==> src/rtl/stat_pkg.sv <==
`timescale 1ns/1ps
package stat_pkg;
  localparam int unsigned N_ARITH = 3;
  localparam int unsigned BIT_C   = 0;
  localparam int unsigned BIT_DC  = 1;
  localparam int unsigned BIT_Z   = 2;
  localparam int unsigned BIT_P   = 3;
  localparam int unsigned BIT_T   = 4;
  localparam int unsigned BIT_DA  = 5;
  localparam int unsigned BIT_PG  = 6;
  localparam int unsigned BIT_DB  = 7;

  typedef struct packed {
    logic t;
    logic p;
  } pwr_flags_t;

  localparam pwr_flags_t PWR_COLD = '{t: 1'b1, p: 1'b1};
endpackage

==> src/rtl/stat_pwr_flags.sv <==
`timescale 1ns/1ps
module stat_pwr_flags
  import stat_pkg::*;
(
  input  logic       clk_i,
  input  logic       rst_ni,
  input  logic       sleep_cmd_i,
  input  logic       wdt_clr_i,
  input  logic       wdt_to_i,
  input  logic       ext_rst_i,
  input  logic       sleeping_i,
  output pwr_flags_t flags_o
);
  pwr_flags_t cur_q, nxt;

  // lowest priority first, later assignments override
  always_comb begin
    nxt = cur_q;
    if (sleep_cmd_i)              nxt = '{t: 1'b1, p: 1'b0};
    if (wdt_clr_i)                nxt = '{t: 1'b1, p: 1'b1};
    if (ext_rst_i && sleeping_i)  nxt = '{t: 1'b1, p: 1'b0};
    if (wdt_to_i)                 nxt = '{t: 1'b0, p: ~sleeping_i};
  end

  always_ff @(posedge clk_i or negedge rst_ni) begin
    if (!rst_ni) cur_q <= PWR_COLD;
    else         cur_q <= nxt;
  end

  assign flags_o = cur_q;
endmodule

==> src/rtl/stat_arith_flags.sv <==
`timescale 1ns/1ps
module stat_arith_flags
  import stat_pkg::*;
#(
  parameter int unsigned NF = N_ARITH
) (
  input  logic          clk_i,
  input  logic          rst_ni,
  input  logic [NF-1:0] alu_we_i,
  input  logic [NF-1:0] alu_flags_i,
  input  logic          cpu_we_i,
  input  logic [NF-1:0] cpu_flags_i,
  input  logic          cpu_page_i,
  output logic [NF-1:0] flags_o,
  output logic          page_o
);
  logic [NF-1:0] flag_q;
  logic          page_q;

  for (genvar g = 0; g < NF; g++) begin : g_flag
    always_ff @(posedge clk_i or negedge rst_ni) begin
      if (!rst_ni)          flag_q[g] <= 1'b0;
      else if (alu_we_i[g]) flag_q[g] <= alu_flags_i[g];
      else if (cpu_we_i)    flag_q[g] <= cpu_flags_i[g];
    end
  end

  always_ff @(posedge clk_i or negedge rst_ni) begin
    if (!rst_ni)       page_q <= 1'b0;
    else if (cpu_we_i) page_q <= cpu_page_i;
  end

  assign flags_o = flag_q;
  assign page_o  = page_q;
endmodule

==> src/rtl/stat_det_sync.sv <==
`timescale 1ns/1ps
module stat_det_sync #(
  parameter int unsigned W      = 2,
  parameter int unsigned STAGES = 2
) (
  input  logic         clk_i,
  input  logic         rst_ni,
  input  logic [W-1:0] d_i,
  output logic [W-1:0] q_o
);
  if (STAGES == 0) begin : g_bypass
    assign q_o = d_i;
  end else begin : g_chain
    logic [W-1:0] stg_q [STAGES];
    always_ff @(posedge clk_i or negedge rst_ni) begin
      if (!rst_ni) begin
        for (int i = 0; i < STAGES; i++) stg_q[i] <= '1;
      end else begin
        stg_q[0] <= d_i;
        for (int i = 1; i < STAGES; i++) stg_q[i] <= stg_q[i-1];
      end
    end
    assign q_o = stg_q[STAGES-1];
  end
endmodule

==> src/rtl/stat_reg.sv <==
`timescale 1ns/1ps
module stat_reg
  import stat_pkg::*;
#(
  parameter int unsigned SYNC_STAGES = 2
) (
  input  logic       clk_i,
  input  logic       rst_ni,
  input  logic [2:0] alu_we_i,
  input  logic [2:0] alu_flags_i,
  input  logic       cpu_we_i,
  input  logic [7:0] cpu_wdata_i,
  input  logic       sleep_cmd_i,
  input  logic       wdt_clr_i,
  input  logic       wdt_to_i,
  input  logic       ext_rst_i,
  input  logic       sleeping_i,
  input  logic [1:0] det_n_i,
  output logic [7:0] status_o,
  output logic       page_o
);
  pwr_flags_t   pwr;
  logic [2:0]   arith;
  logic         page;
  logic [1:0]   det_n;

  stat_pwr_flags u_pwr (
    .clk_i, .rst_ni, .sleep_cmd_i, .wdt_clr_i, .wdt_to_i, .ext_rst_i, .sleeping_i,
    .flags_o (pwr)
  );

  stat_arith_flags #(.NF(N_ARITH)) u_arith (
    .clk_i, .rst_ni, .alu_we_i, .alu_flags_i, .cpu_we_i,
    .cpu_flags_i (cpu_wdata_i[BIT_Z:BIT_C]),
    .cpu_page_i  (cpu_wdata_i[BIT_PG]),
    .flags_o     (arith),
    .page_o      (page)
  );

  stat_det_sync #(.W(2), .STAGES(SYNC_STAGES)) u_det (
    .clk_i, .rst_ni, .d_i (det_n_i), .q_o (det_n)
  );

  always_comb begin
    status_o                = '0;
    status_o[BIT_Z:BIT_C]   = arith;
    status_o[BIT_P]         = pwr.p;
    status_o[BIT_T]         = pwr.t;
    status_o[BIT_DA]        = det_n[0];
    status_o[BIT_PG]        = page;
    status_o[BIT_DB]        = det_n[1];
  end

  assign page_o = page;
endmodule

==> config.mk <==
export PLATFORM = sky130hd
export DESIGN_NAME = stat_reg
export DESIGN_NICKNAME = d
export VERILOG_FILES = /design/src/rtl/stat_pkg.sv /design/src/rtl/stat_pwr_flags.sv /design/src/rtl/stat_arith_flags.sv /design/src/rtl/stat_det_sync.sv /design/src/rtl/stat_reg.sv
export SDC_FILE = /design/constraint.sdc
export NUM_CORES = 1
export LEC_CHECK = 0
export BUFFER_PORTS_ARGS = -buffer_cell sky130_fd_sc_hd__buf_2
export CAP_MARGIN = 20
export CORE_AREA = 2 2 39 41
export CTS_BUF_LIST = sky130_fd_sc_hd__clkbuf_4 sky130_fd_sc_hd__clkbuf_8
export CTS_CLUSTER_SIZE = 30
export DETAILED_ROUTE_END_ITERATION = 10
export DIE_AREA = 0 0 41 43
export PLACE_DENSITY = 0.74
export SYNTH_ARGS = -nofsm -noshare
export SYNTH_HDL_FRONTEND = slang
export SYNTH_SLANG_ARGS = --single-unit
==> constraint.sdc <==
create_clock -name clk_i -period 1 [get_ports clk_i]
set_input_delay 0.1 -clock clk_i [delete_from_list [all_inputs] [get_ports clk_i]]
set_output_delay 0.1 -clock clk_i [all_outputs]
set_load 0.02 [all_outputs]
==> results of run 1 <==
[path summary, 6_finish.rpt]
path	depth (start not counted)	slack, ns	to	startpoint
setup reg to reg	2	0.16	u_pwr.flags_o[0]$_DFFE_PN1P_	u_pwr.flags_o[0]$_DFFE_PN1P_
setup / recovery	1	-0.01	status_o[4]	u_pwr.flags_o[1]$_DFFE_PN1P_
max in group asynchronous	2	0.53	u_pwr.flags_o[0]$_DFFE_PN1P_	rst_ni
hold reg to reg	0	0.36	u_det.q_o[0]$_DFF_PN1_	u_det.g_chain.stg_q[2]$_DFF_PN1_
min in group asynchronous	2	0.22	u_arith.flags_o[0]$_DFFE_PN0P_	rst_ni
hold / removal	2	0.03	u_arith.flags_o[1]$_DFFE_PN0P_	alu_we_i[1]
[layout by cell type, fill, tap and decap left out, drive strengths merged]
cell / n
clkbuf: 4
nand2: 3
mux2: 1
o21ai: 4
dfstp: 6
buf: 29
dlygate4sd3: 4
nor2b: 1
mux2i: 3
a2111oi: 1
dfrtp: 4
nor2: 1
o31a: 1
[area by class of cell]
class / instances / area [um^2] / area share (%)
clock buffer: 4 / 36.3 / 5.73
multi-input combinational: 15 / 106 / 16.8
sequential: 10 / 258 / 40.7
tap: 16 / 20.0 / 3.16
timing repair buffer: 33 / 213 / 33.6
[report_power, final]
group,leakage (nW),internal (mW),switching (mW)
registers,0.111,0.446,0.0148
logic,0.181,0.0927,0.0879
clock network,0.0210,0.221,0.129
[state kept, by name (all words and copies together) (netlist names)]
register,count
u_det.g_chain.stg_q,2
u_pwr.flags_o,2
u_det.q_o,2
u_arith.page_o,1
u_arith.flags_o,3
[synth_stat cells (all sizes together)]
cell and number:
mux2i 3, buf 3, o21ai 4, dfrtp 4
nor2 1, nand2 3, mux2 1, nor2b 1
o31a 1, a2111oi 1, dfstp 6
[timing repair]
item                                    in CTS  in global routing
setup buffers                                1                  0
cloned                                       0                  0
pin swaps                                    0                  0
resized for setup                            8                  0
hold buffers                                 4                  0
hold endpoints to repair                    13                  0
endpoints found under the setup margin       4                  4
[through the flow]
stage | instances | setup slack, ns
3_3_place_gp | 69 | 0.197
5_1_grt | 78 | -0.0535
3_5_place_dp | 69 | 0.173
2_1_floorplan | 28 | 0.128
4_1_cts | 78 | -0.0193
6_report | 78 | -0.0103
[routing by layer]
metal | track usage [%] | vias up | wire, um
li1 | - | 162 | -
met1 | 10.7 | 149 | 275
met5 | 0 | - | 0
met2 | 19.1 | 18 | 415
met4 | 4.00 | 0 | 0
met3 | 7.85 | 0 | 59
[kinds of logic after synthesis]
| group | synth area share [%] |
|---|---|
| and+or+nand+nor | 5.50 |
| muxes | 10.7 |
| AOI/OAI and AO/OA | 11.3 |
| buffers and inverters | 5.82 |
| DFF | 66.7 |
==> summary.txt, run 1 <==
Clock network
  • Worst-path clk slew: roughly 0.060 ns
  • Root Buffer: clkbuf_4
  • H-Tree Depth: 1
  • CTS sink cnt: 10
  • Clock latency on the worst-skew pair: 0.26 ns
  • Num CTS Buffers: 3
  • CTS tree: built
  • Clock buffer depth: 2

Timing
  • Maximum clock rate: 990 MHz
  • Measured slew at the worst slew-check pin: between 0.2 and 0.3 ns
  • Skew final: between 0.00015 and 0.0002 ns
  • Crit share post-route: 101%
  • Final setup viols: 1
  • Fin. max-slew vios: 0
  • Setup WS post-layout: -0.0103 ns
  • RSZ-0062 raised after global routing: true
  • Setup TNS: -0.0103 ns
  • Worst Hold Slack: ~0.029 ns
  • Fin. Hold Viols: 0
  • Rel. slew slack: ~83%
  • Period minus WS final: 1.01 ns

Synthesis
  • Ys Warns: 0
  • Seq cells post-synth: 10
  • Sequential-to-total area share from yosys stat: roughly two thirds
  • Synth area leaders: dfstp_2, dfrtp_1, mux2i_1, buf_4, o21ai_1
  • Syn_nets: 52
  • Cells after synthesis: 28
  • Netlist cell types: 12
  • Mean post-synth cell area: ~14 um^2
  • Yosys top cell area share: between 40% and 50%
  • Mapped Area: between 300 and 400 um^2
  • Largest area contributor in the netlist: dfstp_2

GRT
  • First-pass GRT wire length: around 1.3 mm
  • Antenna violations before repair: 0
  • Vias in the first global route: 328
  • Overflow after GRT: 0
  • Largest net degree at the start of global routing: 11
  • Gr usage total: 11.6%

Power
  • Leak: 0.313 nW
  • Power Density: between 1500 and 2000 nW/um^2
  • Power, Total: about 990 uW
  • Worst VDD drop: ~0.00059 V

Worst setup path
  • Crit-path slowest cell: dfstp_2
  • Worst-path cell chain: buf_6
  • Cell family with most CP delay: flip-flops
  • Setup CP Type: reg2out
  • Crit-path max FO: 2
  • CP Capture Type: primary output
  • CP max stage delay: ~0.54 ns
  • Crit path buf inv count: 1
  • Crit path launch type: register
  • Critical Path RT: 0.90 ns
  • Worst path arrival time: 0.91 ns

Place
  • Placed Area: roughly 520 um^2
  • Port buffer count: 28
  • HPWL after DPL: between 500 and 600 um
  • Routability Congestion: around 0.54

Detailed routing
  • Vias per inst: about 4.2
  • Drt pass-1 iters: 1
  • WL/cell: 9.62 um
  • Vias: about 330
  • Iteration-0 DRC Markers: 0
  • Post-route DRC violation count: 0
  • Final ANT Viol Nets: 0
  • Total Wirelength: about 750 um

Floorplan
  • Die X-Extent: between 40 and 50 um
  • Die height: ~43 um
  • Rows: 14
  • Core ar.: approximately 1400 um^2
  • Ports: 33
  • Initial Util: approximately 28%
  • Die area: 1760 um^2

Cells and area
  • Final Core Density: a little under half
  • P&R area growth vs syn: 63.8%
  • Fin nets: 87
  • N_diodes: 0
  • # fillers: 137
  • Post-route cell area: around 630 um^2
  • Share of layout cells above drive strength 1: between 60 and 70%

Run status
  • Failing checks: negative setup slack
  • Status: finished with violations

Job
  • Maxcap violations: 0

Hold path
  • Worst Hold Class: in2reg
Note: power is estimated with default switching activity, not from simulation.
==> run 2: changes to the inputs <==
==> constraint.sdc (replaced) <==
create_clock -name clk_i -period 1 [get_ports clk_i]
set_input_delay 0.1 -clock clk_i [delete_from_list [all_inputs] [get_ports clk_i]]
set_output_delay 0.1 -clock clk_i [all_outputs]
set_load 0.1 [all_outputs]
==> run 2 against run 1 <==
Net effect:
- the run still ends with negative setup slack left
- power increased by 32%
- critical path depth unchanged
- sequential cell count unchanged
- final area increased by 22%
- sequential power increased by 5.7%
- wire length increased by 37%
- clock skew increased by 0.0035 ns
- worst hold slack got worse by 0.011 ns
- worst setup slack got worse by 0.16 ns
- critical path type unchanged
- largest cell class is now non-clock buffers
==> summary.txt, run 2 (synthesis gave the netlist of run 1 again) <==
Worst setup path
  • CP Capture Type: primary output
  • Worst path arrival time: 1.07 ns
  • Critical Path RT: around 0.90 ns
  • Crit path launch type: register
  • Crit-path max FO: 2
  • Crit path buf inv count: 1
  • Crit-path slowest cell: dfstp_4
  • Worst-path cell chain: buf_12
  • Setup CP Type: reg2out
  • CP max stage delay: between 0.6 and 0.7 ns
  • Cell family with most CP delay: flip-flops

Timing
  • Maximum clock rate: roughly 860 MHz
  • Fin. Hold Viols: 0
  • Crit share post-route: 117%
  • Period minus WS final: 1.17 ns
  • Fin. max-slew vios: 0
  • Measured slew at the worst slew-check pin: 0.236 ns
  • RSZ-0062 raised after global routing: true
  • Skew final: around 0.0037 ns
  • Final setup viols: 6
  • Rel. slew slack: 84.3%
  • Setup WS post-layout: -0.169 ns
  • Setup TNS: -0.606 ns

Run status
  • Failing checks: negative setup slack
  • Status: finished with violations

Power
  • Power Density: between 1500 and 2000 nW/um^2
  • Leak: about 0.35 nW
  • Worst VDD drop: roughly 0.00068 V

Floorplan
  • Core ar.: approximately 1400 um^2
  • Die area: around 1800 um^2
  • Initial Util: 27.9%
  • Die X-Extent: slightly above 40 um
  • Ports: 33
  • Rows: 14
  • Die height: around 43 um

Place
  • Port buffer count: 28
  • Routability Congestion: about 0.63

Detailed routing
  • Vias: 347
  • Post-route DRC violation count: 0
  • Drt pass-1 iters: 1
  • Final ANT Viol Nets: 0
  • Total Wirelength: 1.03 mm
  • WL/cell: 13.1 um
  • Vias per inst: 4.45
  • Iteration-0 DRC Markers: 0

Cells and area
  • Reg area: 273 um^2
  • P&R area growth vs syn: 99.4%
  • N_diodes: 0
  • Share of layout cells above drive strength 1: 72.6%
  • Commonest cells after routing, fill and taps aside: buf_2, buf_12, dlygate4sd3_1, dfstp_2
  • # fillers: 119
  • Fin nets: 87
  • Most common cell after layout, fill and taps aside: buf_2
  • Multi-input gate area: between 100 and 150 um^2
  • Max reg flops: 3
  • Final Core Density: 55.7%

GRT
  • Vias in the first global route: between 300 and 400
  • First-pass GRT wire length: roughly 1.6 mm
  • Overflow after GRT: 0
  • Gr usage total: 15.2%
  • Antenna violations before repair: 0
  • Largest net degree at the start of global routing: 11

Clock network
  • Clock buffer depth: 2
  • Clock latency on the worst-skew pair: between 0.2 and 0.3 ns
  • Root Buffer: clkbuf_4
  • CTS sink cnt: 10
  • Num CTS Buffers: 3
  • CTS tree: built
  • H-Tree Depth: 1
  • Worst-path clk slew: ~0.070 ns

Hold path
  • Worst Hold Class: in2reg

Job
  • Maxcap violations: 0
[run 2: path summary, 6_finish.rpt]
path,from,endpoint,slack [ns],cells after the start
min in group asynchronous,rst_ni,u_arith.page_o$_DFFE_PN0P_,0.21,2
max reg2reg,u_pwr.flags_o[1]$_DFFE_PN1P_,u_pwr.flags_o[1]$_DFFE_PN1P_,0.02,3
min,alu_we_i[0],u_arith.flags_o[0]$_DFFE_PN0P_,0.02,2
max in group asynchronous,rst_ni,u_det.g_chain.stg_q[3]$_DFF_PN1_,0.54,2
min reg2reg,u_det.g_chain.stg_q[3]$_DFF_PN1_,u_det.q_o[1]$_DFF_PN1_,0.35,0
max,u_pwr.flags_o[1]$_DFFE_PN1P_,status_o[4],-0.17,1
[run 2: stage by stage]
stage / hold WS, ns / cell area [um^2] / setup slack, ns / instances / power, mW
2_1_floorplan: -0.196 / 402 / -0.102 / 28 / 0.741
3_3_place_gp: -0.0369 / 674 / 0.0907 / 69 / 0.924
3_5_place_dp: -0.0333 / 674 / 0.0817 / 69 / 0.933
4_1_cts: 0.00559 / 758 / -0.177 / 78 / 1.32
5_1_grt: 0.00325 / 771 / -0.208 / 78 / 1.37
6_report: 0.0174 / 771 / -0.169 / 78 / 1.31
[run 2: area by class of cell]
cell class                 instances  area share (%)
tap                               16            2.60
sequential                        10            35.4
timing repair buffer              33            41.9
clock buffer                       4            4.71
multi-input combinational         15            15.4
[run 2: metal layers]
| metal | vias up | share of wire [%] | global-route usage (%) |
|---|---|---|---|
| met1 | 168 | 30 | 10.8 |
| met5 | - | 0 | 0 |
| li1 | 161 | - | - |
| met3 | 2 | 4.8 | 4.71 |
| met4 | 0 | 2.8 | 18.7 |
| met2 | 16 | 62 | 25.0 |
[run 2: repair_timing]
item | CTS | global route
hold endpoints to repair | 13 | 0
gates resized for setup | 0 | 1
pin swaps | 0 | 1
buffers inserted | 1 | 0
setup endpoints to repair | 6 | 8
hold buffers | 4 | 0
[run 2: power breakdown]
group          switching [mW]  leakage (nW)  internal, mW  total (mW)
logic                   0.282         0.222         0.177       0.459
clock network           0.142        0.0210         0.221       0.363
registers              0.0315         0.108         0.455       0.486
total                   0.456         0.351         0.852        1.31
==> run 3: changes to the inputs <==
==> constraint.sdc (replaced) <==
create_clock -name clk_i -period 1.5 [get_ports clk_i]
set_input_delay 0.15 -clock clk_i [delete_from_list [all_inputs] [get_ports clk_i]]
set_output_delay 0.15 -clock clk_i [all_outputs]
set_load 0.1 [all_outputs]
==> run 3 against run 2 <==
Net effect:
- the run now ends clean
- largest power group unchanged
- critical endpoint unchanged
- largest cell class is now registers
- register-to-register slack better by 0.65 ns
- critical path depth stayed put
- final area is 23% lower
- power down 41%
- sequential share of layout area is 8.3 points higher
==> summary.txt, run 3 (synthesis gave the netlist of run 1 again) <==
Run status
  • Status: completed

Cells and area
  • Commonest cells after routing, fill and taps aside: buf_2, dfstp_2, dfrtp_1
  • Max reg flops: 3
  • Fin nets: 85
  • N_diodes: 0
  • P&R area growth vs syn: 52.8%
  • Share of layout cells above drive strength 1: about 67%
  • Most common cell after layout, fill and taps aside: buf_2

Place
  • Port buffer count: 28
  • Routability Congestion: around 0.54

Detailed routing
  • Vias: 318
  • Final ANT Viol Nets: 0
  • Vias per inst: between 4 and 5
  • WL/cell: about 9.5 um
  • Total Wirelength: around 730 um
  • Post-route DRC violation count: 0
  • Iteration-0 DRC Markers: 3
  • Drt pass-1 iters: 4

Clock network
  • Clock buffer depth: 2
  • Cts repair resizes: 0
  • Clock latency on the worst-skew pair: about 0.25 ns
  • Post-CTS Setup Inserts: 0
  • Worst-path clk slew: 0.07 ns
  • Num CTS Buffers: 3
  • Root Buffer: clkbuf_4
  • H-Tree Depth: 1
  • CTS tree: built
  • CTS sink cnt: 10

Worst setup path
  • Worst r2r path cells: 2
  • Worst-path cell chain: buf_2
  • CP Capture Type: primary output
  • Crit path buf inv count: 1
  • Crit path launch type: register
  • Worst path arrival time: ~1.2 ns
  • Flop2flop setup slack: between 0.6 and 0.7 ns
  • Crit-path max FO: 2
  • Crit-path slowest cell: dfstp_2
  • CP max stage delay: 0.54 ns
  • Cell family with most CP delay: flip-flops
  • R2R Path End: u_pwr.flags_o[0]$_DFFE_PN1P_
  • Worst R2R Start: u_pwr.flags_o[0]$_DFFE_PN1P_
  • Critical Path RT: between 1 and 1.5 ns
  • Setup CP Type: reg2out

GRT
  • Vias in the first global route: between 300 and 400
  • Largest net degree at the start of global routing: 11
  • Antenna violations before repair: 0
  • First-pass GRT wire length: 1.19 mm
  • Overflow after GRT: 0
  • Gr usage total: approximately a tenth

Power
  • NetSw: roughly 280 uW
  • Power Density: ~1300 nW/um^2
  • Internal: 494 uW
  • Share of total power in sequential cells: between 30% and 40%
  • Net Sw Frac: 35.9%
  • Gate power share: between 30% and 40%
  • Worst VDD drop: approximately 0.00043 V
  • Clock power frac: 30.2%
  • Leak: approximately 0.3 nW

Floorplan
  • Ports: 33
  • Die height: around 43 um
  • Core ar.: between 1000 and 1500 um^2
  • Rows: 14
  • Die area: about 1800 um^2
  • Initial Util: 27.9%
  • Die X-Extent: slightly above 40 um

Timing
  • Crit share post-route: 91.4%
  • Setup TNS: 0 ns
  • Maximum clock rate: 729 MHz
  • Fin. max-slew vios: 0
  • Final setup viols: 0
  • Measured slew at the worst slew-check pin: around 0.49 ns
  • Rel. slew slack: around two thirds
  • Worst Hold Slack: 0.0341 ns
  • Skew final: ~0.00019 ns
  • Period minus WS final: 1.37 ns
  • RSZ-0062 raised after global routing: false
  • Fin. Hold Viols: 0

Hold path
  • Hold Startpoint: wdt_to_i
  • Hold depth: 2
  • Worst Hold Class: in2reg
  • Hold path endpoint: u_pwr.flags_o[1]$_DFFE_PN1P_

Job
  • Maxcap violations: 0
==> run 3: changes by cell type in the layout (fill, tap and decap cells not counted) <==
cell,delta
dfrtp_2,-3
dlygate4sd3_1,-1
buf_4,-1
a2111oi_2,+1
dfrtp_4,-1
buf_12,-9
dfstp_4,-2
buf_2,+9
dfstp_2,+2
a2111oi_4,-1
dfrtp_1,+4
==> run 3: metal layers <==
layer | wire (um) | share of wire, % | track usage [%]
met5 | 0 | 0 | 0
met4 | 0 | 0 | 4.00
met3 | 72 | 9.9 | 3.14
met2 | 380 | 52 | 17.2
met1 | 272 | 38 | 11.0
==> run 3: through the flow <==
step | setup slack [ns] | util [%] | power, mW | cell area, um^2 | instances
floorplan | 0.0131 | - | 0.487 | 387 | 28
global placement | 0.418 | 37.9 | 0.534 | 524 | 69
detailed placement | 0.408 | 37.9 | 0.538 | 524 | 69
CTS | 0.121 | 42.7 | 0.781 | 591 | 76
global route | 0.0989 | 42.7 | 0.808 | 591 | 76
finish | 0.129 | 42.7 | 0.770 | 591 | 76
==> run 3: timing repair <==
action,in CTS,in global routing
hold endpoints to repair,12,0
hold buffers,3,0
endpoints found under the setup margin,0,0
==> run 3: worst max-delay path by stage <==
stage | from | to | slack [ns] | depth (start not counted)
after global placement | u_pwr.flags_o[1]$_DFFE_PN1P_ | status_o[4] | 0.42 | 1
after floorplan | u_arith.page_o$_DFFE_PN0P_ | status_o[6] | 0.01 | 1
after detailed placement | u_pwr.flags_o[1]$_DFFE_PN1P_ | status_o[4] | 0.41 | 1
after global routing | u_pwr.flags_o[1]$_DFFE_PN1P_ | status_o[4] | 0.1 | 1
final | u_pwr.flags_o[1]$_DFFE_PN1P_ | status_o[4] | 0.13 | 1
after CTS | u_pwr.flags_o[1]$_DFFE_PN1P_ | status_o[4] | 0.12 | 1
==> run 3: power groups by stage <==
stage / clock network [mW] / registers, mW / logic, mW
after floorplan: 0 / 0.418 / 0.0699
after global placement: 0 / 0.309 / 0.225
after detailed placement: 0 / 0.310 / 0.228
after CTS: 0.242 / 0.306 / 0.234
after global routing: 0.256 / 0.309 / 0.243
final: 0.233 / 0.305 / 0.231
==> run 3: cell type report <==
class / count / area (um^2)
multi-input cells: 15 / 106
fillers: 140 / 793
flip-flops and latches: 10 / 258
repair buffers: 31 / 170
clock buffers: 4 / 36.3
well taps: 16 / 20.0
